<file path="src/rtl/crf_pkg.sv">
package crf_pkg;
   localparam int unsigned OFS_CTRL = 'h000;
   localparam int unsigned OFS_STAT = 'h004;
   localparam int unsigned OFS_FLAG = 'h008;
   localparam int unsigned OFS_IEN  = 'h00C;
   localparam int unsigned OFS_FIFO = 'h010;
   localparam int unsigned OFS_KEY  = 'h400;

   localparam int CB_EN     = 0;
   localparam int CB_START  = 3;
   localparam int CB_IFLUSH = 4;
   localparam int CB_OFLUSH = 5;
   localparam int CB_KSZ    = 6;
   localparam int CB_TYPE   = 8;

   typedef enum logic [1:0] {
      OP_ENC      = 2'd0,
      OP_DEC      = 2'd1,
      OP_DEC_KEPT = 2'd2
   } op_e;

   function automatic op_e type_to_op(input logic [1:0] t);
      case (t)
         2'd0:    return OP_ENC;
         2'd1:    return OP_DEC;
         default: return OP_DEC_KEPT;
      endcase
   endfunction
endpackage

</file>
<file path="src/rtl/crf_inbuf.sv">
module crf_inbuf #(
   parameter int WORD_W    = 32,
   parameter int BLK_WORDS = 4
) (
   input  logic                          clk,
   input  logic                          rst_n,
   input  logic                          push,
   input  logic                          flush,
   input  logic [WORD_W-1:0]             wdata,
   output logic [WORD_W*BLK_WORDS-1:0]   block,
   output logic                          empty,
   output logic                          last
);
   localparam int IDX_W = $clog2(BLK_WORDS);

   logic [IDX_W-1:0]  cnt_q;
   logic [WORD_W-1:0] word_q [BLK_WORDS];

   assign last  = (cnt_q == IDX_W'(BLK_WORDS - 1));
   assign empty = (cnt_q == '0);

   always_ff @(posedge clk or negedge rst_n) begin
      if (!rst_n)       cnt_q <= '0;
      else if (flush)   cnt_q <= '0;
      else if (push)    cnt_q <= last ? '0 : cnt_q + 1'b1;
   end

   // Word w of the block is filled by the (w+1)-th push.
   for (genvar w = 0; w < BLK_WORDS; w++) begin : g_word
      always_ff @(posedge clk or negedge rst_n) begin
         if (!rst_n)                                word_q[w] <= '0;
         else if (push && cnt_q == IDX_W'(w))       word_q[w] <= wdata;
      end
      assign block[w*WORD_W +: WORD_W] = word_q[w];
   end

   AST_IN_ADVANCE: assert property (@(posedge clk) disable iff (!rst_n)
      (push && !flush && !last) |=> (cnt_q == $past(cnt_q) + 1'b1));
   AST_IN_WRAP: assert property (@(posedge clk) disable iff (!rst_n)
      (push && last) |=> empty);
   AST_IN_FLUSH: assert property (@(posedge clk) disable iff (!rst_n)
      flush |=> empty);
endmodule

</file>
<file path="src/rtl/crf_keyreg.sv">
module crf_keyreg #(
   parameter int WORD_W    = 32,
   parameter int KEY_WORDS = 8
) (
   input  logic                          clk,
   input  logic                          rst_n,
   input  logic                          wr,
   input  logic [$clog2(KEY_WORDS)-1:0]  widx,
   input  logic [WORD_W-1:0]             wdata,
   input  logic [$clog2(KEY_WORDS+1)-1:0] win_words,
   output logic [WORD_W*KEY_WORDS-1:0]   key_win
);
   localparam int KIDX_W = $clog2(KEY_WORDS);
   localparam int WIN_W  = $clog2(KEY_WORDS + 1);

   logic [WORD_W-1:0] key_q [KEY_WORDS];

   for (genvar k = 0; k < KEY_WORDS; k++) begin : g_kw
      always_ff @(posedge clk or negedge rst_n) begin
         if (!rst_n)                          key_q[k] <= '0;
         else if (wr && widx == KIDX_W'(k))   key_q[k] <= wdata;
      end
      // Low words are always in the window; high words drop out for short keys.
      assign key_win[k*WORD_W +: WORD_W] = (WIN_W'(k) < win_words) ? key_q[k] : '0;
   end
endmodule

</file>
<file path="src/rtl/crf_outbuf.sv">
module crf_outbuf #(
   parameter int WORD_W    = 32,
   parameter int BLK_WORDS = 4
) (
   input  logic                               clk,
   input  logic                               rst_n,
   input  logic                               load,
   input  logic [WORD_W*BLK_WORDS-1:0]        result,
   input  logic                               pop,
   input  logic                               flush,
   output logic [WORD_W-1:0]                  rd_word,
   output logic [$clog2(BLK_WORDS+1)-1:0]     cnt
);
   localparam int CNT_W = $clog2(BLK_WORDS + 1);
   localparam int BLK_W = WORD_W * BLK_WORDS;

   logic [CNT_W-1:0] cnt_q;
   logic [BLK_W-1:0] res_q;

   assign cnt = cnt_q;

   always_ff @(posedge clk or negedge rst_n) begin
      if (!rst_n) begin
         cnt_q <= '0;
         res_q <= '0;
      end else if (load) begin
         cnt_q <= CNT_W'(BLK_WORDS);
         res_q <= result;
      end else if (flush) begin
         cnt_q <= '0;
      end else if (pop && cnt_q != '0) begin
         cnt_q <= cnt_q - 1'b1;
      end
   end

   // With c words left, word BLK_WORDS-c is next; empty reads as zero.
   always_comb begin
      rd_word = '0;
      for (int i = 0; i < BLK_WORDS; i++)
         if (cnt_q == CNT_W'(BLK_WORDS - i)) rd_word = res_q[i*WORD_W +: WORD_W];
   end

   AST_OUT_LOAD_FULL: assert property (@(posedge clk) disable iff (!rst_n)
      load |=> (cnt_q == CNT_W'(BLK_WORDS)));
   AST_OUT_POP_STEP: assert property (@(posedge clk) disable iff (!rst_n)
      (pop && cnt_q != '0 && !load && !flush) |=> (cnt_q == $past(cnt_q) - 1'b1));
   AST_OUT_NO_OVERFLOW: assert property (@(posedge clk) disable iff (!rst_n)
      cnt_q <= CNT_W'(BLK_WORDS));
endmodule

</file>
<file path="src/rtl/cipher_regfront.sv">
module cipher_regfront import crf_pkg::*; #(
   parameter int ADDR_W    = 12,
   parameter int WORD_W    = 32,
   parameter int BLK_WORDS = 4,
   parameter int KEY_WORDS = 8
) (
   input  logic                          clk,
   input  logic                          rst_n,
   input  logic                          wr_en,
   input  logic                          rd_en,
   input  logic [ADDR_W-1:0]             addr,
   input  logic [WORD_W-1:0]             wdata,
   output logic [WORD_W-1:0]             rdata,
   output logic                          irq,
   output logic                          eng_start,
   output logic [1:0]                    eng_op,
   output logic [1:0]                    eng_key_size,
   output logic [WORD_W*KEY_WORDS-1:0]   eng_key,
   output logic [WORD_W*BLK_WORDS-1:0]   eng_data,
   input  logic                          eng_busy,
   input  logic                          eng_done,
   input  logic [WORD_W*BLK_WORDS-1:0]   eng_result
);
   localparam int OCNT_W   = $clog2(BLK_WORDS + 1);
   localparam int KIDX_W   = $clog2(KEY_WORDS);
   localparam int WIN_W    = $clog2(KEY_WORDS + 1);
   localparam int KEY_SPAN = KEY_WORDS * (WORD_W / 8);

   if (WORD_W != 32) begin : g_bad_word
      $error("cipher_regfront: WORD_W must be 32");
   end
   if (BLK_WORDS < 2) begin : g_bad_blk
      $error("cipher_regfront: BLK_WORDS must be at least 2");
   end
   if (KEY_WORDS % 4 != 0) begin : g_bad_key
      $error("cipher_regfront: KEY_WORDS must be a multiple of 4");
   end
   if (ADDR_W < 11) begin : g_bad_addr
      $error("cipher_regfront: ADDR_W too small for the key window");
   end

   // Address decode
   logic hit_ctrl, hit_stat, hit_flag, hit_ien, hit_fifo, hit_key;
   assign hit_ctrl = (addr == ADDR_W'(OFS_CTRL));
   assign hit_stat = (addr == ADDR_W'(OFS_STAT));
   assign hit_flag = (addr == ADDR_W'(OFS_FLAG));
   assign hit_ien  = (addr == ADDR_W'(OFS_IEN));
   assign hit_fifo = (addr == ADDR_W'(OFS_FIFO));
   assign hit_key  = (addr >= ADDR_W'(OFS_KEY)) && (addr < ADDR_W'(OFS_KEY + KEY_SPAN))
                     && (addr[1:0] == 2'b00);

   // Stored control fields
   logic       en_q;
   logic [1:0] ksz_q, type_q;
   logic       done_q, ie_q;
   logic       go_q;
   op_e        op_q;
   logic [1:0] lksz_q;

   logic in_empty, in_last;
   logic [OCNT_W-1:0] out_cnt;
   logic [WORD_W-1:0] out_word;

   logic ctrl_wr, cmd_start, fifo_push, auto_go, launch, pop_rd, flag_clr, ien_wr;
   logic [1:0] launch_type, launch_ksz;

   assign ctrl_wr     = wr_en && hit_ctrl;
   assign ien_wr      = wr_en && hit_ien;
   assign cmd_start   = ctrl_wr && wdata[CB_START];
   assign fifo_push   = wr_en && hit_fifo && !eng_busy;
   assign auto_go     = fifo_push && in_last;
   assign launch      = (cmd_start && !eng_busy) || auto_go;
   assign launch_type = cmd_start ? wdata[CB_TYPE +: 2] : type_q;
   assign launch_ksz  = cmd_start ? wdata[CB_KSZ +: 2]  : ksz_q;
   assign pop_rd      = rd_en && hit_fifo && (out_cnt != '0);
   assign flag_clr    = wr_en && hit_flag && wdata[0];

   always_ff @(posedge clk or negedge rst_n) begin
      if (!rst_n) begin
         en_q   <= 1'b0;
         ksz_q  <= '0;
         type_q <= '0;
         ie_q   <= 1'b0;
      end else begin
         if (ctrl_wr) begin
            en_q   <= en_q | wdata[CB_EN];
            ksz_q  <= wdata[CB_KSZ +: 2];
            type_q <= wdata[CB_TYPE +: 2];
         end
         if (ien_wr) ie_q <= wdata[0];
      end
   end

   always_ff @(posedge clk or negedge rst_n) begin
      if (!rst_n)                   done_q <= 1'b0;
      else if (eng_done)            done_q <= 1'b1;
      else if (pop_rd || flag_clr)  done_q <= 1'b0;
   end

   always_ff @(posedge clk or negedge rst_n) begin
      if (!rst_n) begin
         go_q   <= 1'b0;
         op_q   <= OP_ENC;
         lksz_q <= '0;
      end else begin
         go_q <= launch;
         if (launch) begin
            op_q   <= type_to_op(launch_type);
            lksz_q <= launch_ksz;
         end
      end
   end

   // Number of key words in the window for the latched size code
   logic [WIN_W-1:0] win_words;
   always_comb begin
      case (lksz_q)
         2'd0:    win_words = WIN_W'(KEY_WORDS / 2);
         2'd1:    win_words = WIN_W'((KEY_WORDS * 3) / 4);
         default: win_words = WIN_W'(KEY_WORDS);
      endcase
   end

   crf_inbuf #(.WORD_W(WORD_W), .BLK_WORDS(BLK_WORDS)) u_inbuf (
      .clk   (clk),
      .rst_n (rst_n),
      .push  (fifo_push),
      .flush (ctrl_wr && wdata[CB_IFLUSH]),
      .wdata (wdata),
      .block (eng_data),
      .empty (in_empty),
      .last  (in_last)
   );

   crf_keyreg #(.WORD_W(WORD_W), .KEY_WORDS(KEY_WORDS)) u_keyreg (
      .clk       (clk),
      .rst_n     (rst_n),
      .wr        (wr_en && hit_key),
      .widx      (addr[2 +: KIDX_W]),
      .wdata     (wdata),
      .win_words (win_words),
      .key_win   (eng_key)
   );

   crf_outbuf #(.WORD_W(WORD_W), .BLK_WORDS(BLK_WORDS)) u_outbuf (
      .clk     (clk),
      .rst_n   (rst_n),
      .load    (eng_done),
      .result  (eng_result),
      .pop     (rd_en && hit_fifo),
      .flush   (ctrl_wr && wdata[CB_OFLUSH]),
      .rd_word (out_word),
      .cnt     (out_cnt)
   );

   assign eng_start    = go_q;
   assign eng_op       = op_q;
   assign eng_key_size = lksz_q;
   assign irq          = done_q & ie_q;

   always_comb begin
      rdata = '0;
      if (hit_ctrl) begin
         rdata[CB_EN]        = en_q;
         rdata[CB_KSZ +: 2]  = ksz_q;
         rdata[CB_TYPE +: 2] = type_q;
      end else if (hit_stat) begin
         rdata[0] = eng_busy;
         rdata[1] = in_empty;
         rdata[2] = 1'b0;           // input count wraps before it can read full
         rdata[3] = (out_cnt == '0);
         rdata[4] = (out_cnt == OCNT_W'(BLK_WORDS));
      end else if (hit_flag) begin
         rdata[0] = done_q;
      end else if (hit_ien) begin
         rdata[0] = ie_q;
      end else if (hit_fifo) begin
         rdata = out_word;
      end
   end

   AST_EN_STICKY: assert property (@(posedge clk) disable iff (!rst_n)
      en_q |=> en_q);
   AST_BUSY_BLOCKS_START: assert property (@(posedge clk) disable iff (!rst_n)
      (wr_en && eng_busy) |=> !eng_start);
   AST_DONE_RAISES: assert property (@(posedge clk) disable iff (!rst_n)
      eng_done |=> (done_q && out_cnt == OCNT_W'(BLK_WORDS)));
   AST_IRQ_SOURCE: assert property (@(posedge clk) disable iff (!rst_n)
      $rose(irq) |-> ($past(eng_done) || $past(ien_wr)));
   AST_POP_CLEARS_DONE: assert property (@(posedge clk) disable iff (!rst_n)
      (pop_rd && !eng_done) |=> !done_q);
endmodule

</file>
<file path="config.mk">
export PLATFORM = sky130hd
export DESIGN_NAME = cipher_regfront
export DESIGN_NICKNAME = d
export VERILOG_FILES = /design/src/rtl/crf_pkg.sv /design/src/rtl/crf_inbuf.sv /design/src/rtl/crf_keyreg.sv /design/src/rtl/crf_outbuf.sv /design/src/rtl/cipher_regfront.sv
export SDC_FILE = /design/constraint.sdc
export NUM_CORES = 1
export LEC_CHECK = 0
export CAP_MARGIN = 20
export CORE_ASPECT_RATIO = 0.7
export CORE_MARGIN = 1
export CORE_UTILIZATION = 40
export DETAILED_ROUTE_END_ITERATION = 6
export DONT_BUFFER_PORTS = 1
export GPL_TIMING_DRIVEN = 0
export PLACE_DENSITY_LB_ADDON = 0.15
export SYNTH_ARGS = -nofsm -noshare
export SYNTH_HDL_FRONTEND = slang
export SYNTH_SLANG_ARGS = --single-unit
</file>
<file path="constraint.sdc">
create_clock -name clk -period 5.8 [get_ports clk]
set_clock_uncertainty 0.15 [all_clocks]
set_input_delay 1.16 -clock clk [delete_from_list [all_inputs] [get_ports clk]]
set_output_delay 1.16 -clock clk [all_outputs]
set_load 0.01 [all_outputs]
</file>
Word level (Yosys, flattened, before mapping)

Index checks and enable logic that the tools add are counted.

Word-level logic and storage cells: 133
Bits in registers: 529
Output and inout port bits: 422

Equal/unequal tests: 20
$add $sub $neg: 2
Multiplexer cells: 35
Bitwise logic cells: 2
Reductions and logical operators: 41
$lt $le $gt $ge: 10

Operators with widths:

| cell                                                                                   | count |
|---|---|
| 32-bit 2-to-1 mux                                                                      | 13 |
| 31-bit 2-to-1 mux                                                                      | 2 |
| 1-bit logical AND                                                                      | 27 |
| 27-bit 2-to-1 mux                                                                      | 1 |
| 12-bit by 4-bit == test with 1-bit output (second input constant)                      | 2 |
| 22-bit 2-to-1 mux                                                                      | 1 |
| 3-bit by 4-bit < comparator with 1-bit output (first input constant)                   | 4 |
| 3-bit == test (second input constant)                                                  | 5 |
| 12-bit by 3-bit == test with 1-bit output (second input constant)                      | 1 |
| 12-bit by 5-bit == test with 1-bit output (second input constant)                      | 1 |
| 3-bit by 2-bit == test with 1-bit output (second input constant)                       | 4 |
| 12-bit by 11-bit greater-or-equal comparator with 1-bit output (second input constant) | 1 |
| 12-bit logical NOT                                                                     | 1 |
| 12-bit by 11-bit < comparator with 1-bit output (second input constant)                | 1 |
| 2-bit 2-to-1 mux                                                                       | 5 |
| 5-bit 2-to-1 mux                                                                       | 2 |
| 3-bit 2-to-1 mux                                                                       | 3 |
| 2-bit logical NOT                                                                      | 4 |
| 1-bit by 4-bit < comparator with 1-bit output (first input constant)                   | 2 |
| 2-bit by 4-bit < comparator with 1-bit output (first input constant)                   | 2 |
| 4-bit one-hot mux with 2 select lines                                                  | 1 |
| 2-bit by 1-bit == test with 1-bit output (second input constant)                       | 3 |
| 3-bit by 1-bit == test with 1-bit output (second input constant)                       | 2 |
| 3-bit logical NOT                                                                      | 2 |
| other kinds (12)                                                                       | 20 |

Depth between registers and ports, before layout

Depth after elaboration: 10
Depth in mapped cells: 9

Modules after synthesis

Synthesis repeated with hierarchy kept, for this count alone.

Cell total of the unflattened synthesis: 1,751
Area, all modules: 23,902.9 um2

By module, submodules not included:

| module          | cells an instance | times used | area an instance (um2) | sequential area each (um2) |
|---|---|---|---|---|
| crf_keyreg      | 843               | 1          | 11,424.7               | 6,406.1 |
| crf_outbuf      | 511               | 1          | 6,277.3                | 3,278.1 |
| crf_inbuf       | 285               | 1          | 5,185.0                | 3,253.1 |
| cipher_regfront | 112               | 1          | 1,016.0                | 300.3 |

Least setup slack after synthesis

No wires, ideal clock.

Kind: input to output
From: in addr[7]
To: out rdata[12]
Path slack: 1.487 ns
Arrival: 3.003 ns
Buffers on the path: 2
Cell stages on the path: 6
Cell sequence: or4_1 > buf_2 > nor4_2 > nand2_1 > clkbuf_1 > a21oi_1

Word-level cells in the longest chain between the ends: 6

RTL lines:

| item                                      | line                   | RTL |
|---|---|---|
| from (decl)                               | cipher_regfront.sv:11  | `input logic [ADDR_W-1:0] addr,` |
| 12-bit by 5-bit == test with 1-bit output | cipher_regfront.sv:48  | `assign hit_fifo = (addr == ADDR_W'(OFS_FIFO));` |
| 32-bit 2-to-1 mux                         | cipher_regfront.sv:177 | `end else if (hit_fifo) begin` |
| 31-bit 2-to-1 mux                         | cipher_regfront.sv:175 | `end else if (hit_ien) begin` |
| 31-bit 2-to-1 mux                         | cipher_regfront.sv:173 | `end else if (hit_flag) begin` |
| 27-bit 2-to-1 mux                         | cipher_regfront.sv:167 | `end else if (hit_stat) begin` |
| 22-bit 2-to-1 mux (*)                     | cipher_regfront.sv:163 | `if (hit_ctrl) begin` |
| to (decl)                                 | cipher_regfront.sv:13  | `output logic [WORD_W-1:0] rdata,` |

Mark *: on every way between the ends. The rest lies on a longest branch, timed or not.

Final worst setup path

From: in addr[7]
To: out rdata[13]

Same word-level chain as after synthesis.

==> out/metrics.yaml <==
drive_gt1_frac: 0.376
ys_warn_count: 0
cts_hold_buf: 0
dp_cells: 2536
htree_levels: 2
r2r_cells: 7
instances_no_fill: 2638
place_congestion: 0.868
ys_seq_elements: 529
crit_arrival_ns: 3.88
status: "finished with violations"
seq_power_share: 0.504
grt_pass1_vias: 14400
p_per_area_nw_per_um2: 294
clk_latency_ns: 0.58
comb_power_share: 0.036
path_delay_family: "simple AND/OR/NAND/NOR gates"
drc_errors: 0
routedWlPerCell_um: 26.2
start_util: 0.407
clkPwrFrac: 0.461
synth-main-ff-cell: "dfrtp_1"
synth_edf_count: 0
critPathMaxStageDelay_ns: 0.67
start_kind: "input port"
ys_seq_area_frac: 0.570
hpwl_mm: 49.7
worstSetupPathType: "input port to primary output"
hold_viol: 0
fmax_mhz: 193
path_depth: 6
rsz0062_at_grt: "false"
yosys.area.top_type: "dfrtp_1"
slew_viol_final: 324
wl_met1_mm: 30.8
cts.clk_slew.worst_paths_ns: 0.06
routed-wl-met3_mm: 4.74
dieArea_um2: 59000
p_sw_mw: 1.65
globalRouteOverflowTotal: 0
cts_setup_buffers: 0
vias: 14200
clockBufferDepth: 3
fin_area_um2: 26000
cap_violations: 0
violations: "slew limit"
synth_cell_types: 49
tritoncts: "yes"
p_leak_nw: 12.6
hold_class: "input port to asynchronous set/reset pin"
root_buffer: "clkbuf_16"
row_count: 73
antenna_found_initial: 10
post_cts_resized: 0
dpl_cell_area_um2: 24200
setup_tns_ns: 0
io_pins: 600
p_total_mw: 7.63
syn_area_um2: 23200
period_share: 0.895
synthCells: 1784
max_slew.worst_pin.slew_ns: 2.44
die_h_um: 204
port_buffers: 0
routed_via_density: 5.37
synth_fp_nets: 1971
endpoint_kind: "primary output"
route.met2.wl_mm: 31.7
slowest_stage: "nor4_2"
dr.pass1.iters: 7
rr_startpoint: "u_inbuf.cnt_q[0]"
critPathRequiredTime_ns: 4.49
period_needed_ns: 5.19
fp.dieW_um: 290
swShare: 0.217
synth_area_leaders: "dfrtp_1 57%, mux2_2 22%, buf_4 4.3%"
worstSetupStartpoint: "addr[7]"
grtUsageTotal: 0.231
coreArea_um2: 57100
cp-endpoint: "rdata[13]"
antenna_left: 0
r2r_setup_slack_ns: 3.30
wirelength_mm: 69.2
critPathBufInv: 2
fin_nets: 2028
async_reset_ff_frac: 1.00
worstReg2RegEnd: "u_inbuf.block[109]"
peakVddDrop_uv: 221
cts_sinks: 529
grt_pass1_wl_mm: 101
cp_cell_sequence: "or4_1 -> buf_2 -> nor4_2 -> nand2_1 -> clkbuf_1 -> a21oi_1"
relSlewSlack: -0.624
top_layer: "met5"
hold-worst-slack_ns: 0.134
area_growth_pct: 11.9
path_max_fanout: 10
cts_buffers: 53
synth_top_area_frac: 0.570
first_iter_violations: 869
synth.avg_cell_area_um2: 13.0
finalSetupViolations: 0
intPower_mw: 5.98
grt_start_max_net_pins: 530
[cells by family after synthesis]
| family | Yosys count | share of synthesized area |
|---|---|---|
| fa+ha+maj | 9 | 0.00485 |
| buf+inv | 269 | 0.0683 |
| simple gates | 371 | 0.0844 |
| mux | 486 | 0.236 |
| compound gates | 120 | 0.0369 |
| flops | 529 | 0.570 |
[power groups by stage]
stage                     registers (mW)  clock network [mW]  logic, mW
after floorplan                     3.89                   0      0.198
after global placement              3.90                   0      0.269
after detailed placement            3.91                   0      0.275
after CTS                           3.84                3.62      0.276
after global routing                3.85                3.77      0.295
final                               3.84                3.52      0.273
[Yosys cell counts, types with 2 or more instances]
library cell	count
a21oi_1	31
a221o_1	24
a22oi_1	7
a31o_2	2
a31oi_1	2
and2_1	68
and4_1	3
buf_1	5
buf_2	5
buf_4	134
buf_6	9
clkbuf_1	108
dfrtp_1	529
ha_1	9
inv_1	8
mux2_1	23
mux2_2	461
mux2i_1	2
nand2_1	151
nand2_4	3
nand2b_1	9
nand3_1	6
nand3b_1	2
nand4_1	9
nand4b_1	2
nor2_1	18
nor2_4	2
nor2b_1	71
nor3_1	10
nor3b_1	2
nor4_1	3
nor4_2	2
o2111ai_1	2
o211ai_1	29
o21ai_0	11
o22ai_1	6
or2_2	2
or4_1	3
[how the worst min path moves through the flow]
stage               start                 end  slack [ns]  cells after the start
floorplan            en_q                en_q        0.27                      1
global placement     en_q                en_q        0.29                      1
detailed placement   en_q                en_q        0.29                      1
CTS                 rst_n   u_inbuf.block[17]        0.08                      0
global route        rst_n  u_outbuf.res_q[24]         0.1                      0
finish              rst_n  u_outbuf.res_q[24]        0.13                      0
[sequential cells by signal, indices dropped and copies added (netlist names)]
signal / count
u_outbuf.res_q: 128
eng_key_size: 2
u_inbuf.cnt_q: 2
u_inbuf.block: 128
u_keyreg.key_q: 256
ie_q: 1
u_outbuf.cnt: 3
eng_start: 1
eng_op: 2
type_q: 2
en_q: 1
done_q: 1
ksz_q: 2
[cell type report]
cell class	count	area, µm²
Multi-Input combinational cell	986	8410
Clock inverter	10	140
Sequential cell	529	13200
Inverter	8	30.0
Antenna cell	7	17.5
Clock buffer	85	1640
Fill cell	5177	31100
Tap cell	750	938
Timing Repair Buffer	2	10.0
Buffer	261	1560
[metal layers]
layer  vias up  track usage
met4         6       0.0722
met5         -            0
met3       112       0.0619
met2       510        0.356
met1      7390        0.316
li1       6139            -
[stage by stage]
step,setup slack [ns],utilization
after floorplan,1.49,-
after global placement,0.656,0.423
after detailed placement,0.694,0.424
after CTS,0.669,0.455
after global routing,0.519,0.455
final,0.612,0.455
[layout by cell type, fill, tap and decap left out, drive strengths merged, types with 3 or more instances in the layout]
master,Yosys,routed
nand2,154,154
o22ai,6,6
nand3,6,6
a21oi,31,31
nand2b,9,9
o211ai,29,29
nor3,10,10
ha,9,9
or4,4,4
bufinv,0,3
a22oi,7,7
nor4,6,6
diode,0,7
nor2b,71,71
inv,8,9
dfrtp,529,529
o21ai,11,11
and4,3,3
a221o,24,24
clkbuf,108,193
and2,68,68
nand4,9,9
nor2,21,21
clkinv,0,6
buf,153,155
mux2,484,484
Note: power is estimated with default switching activity, not from simulation.
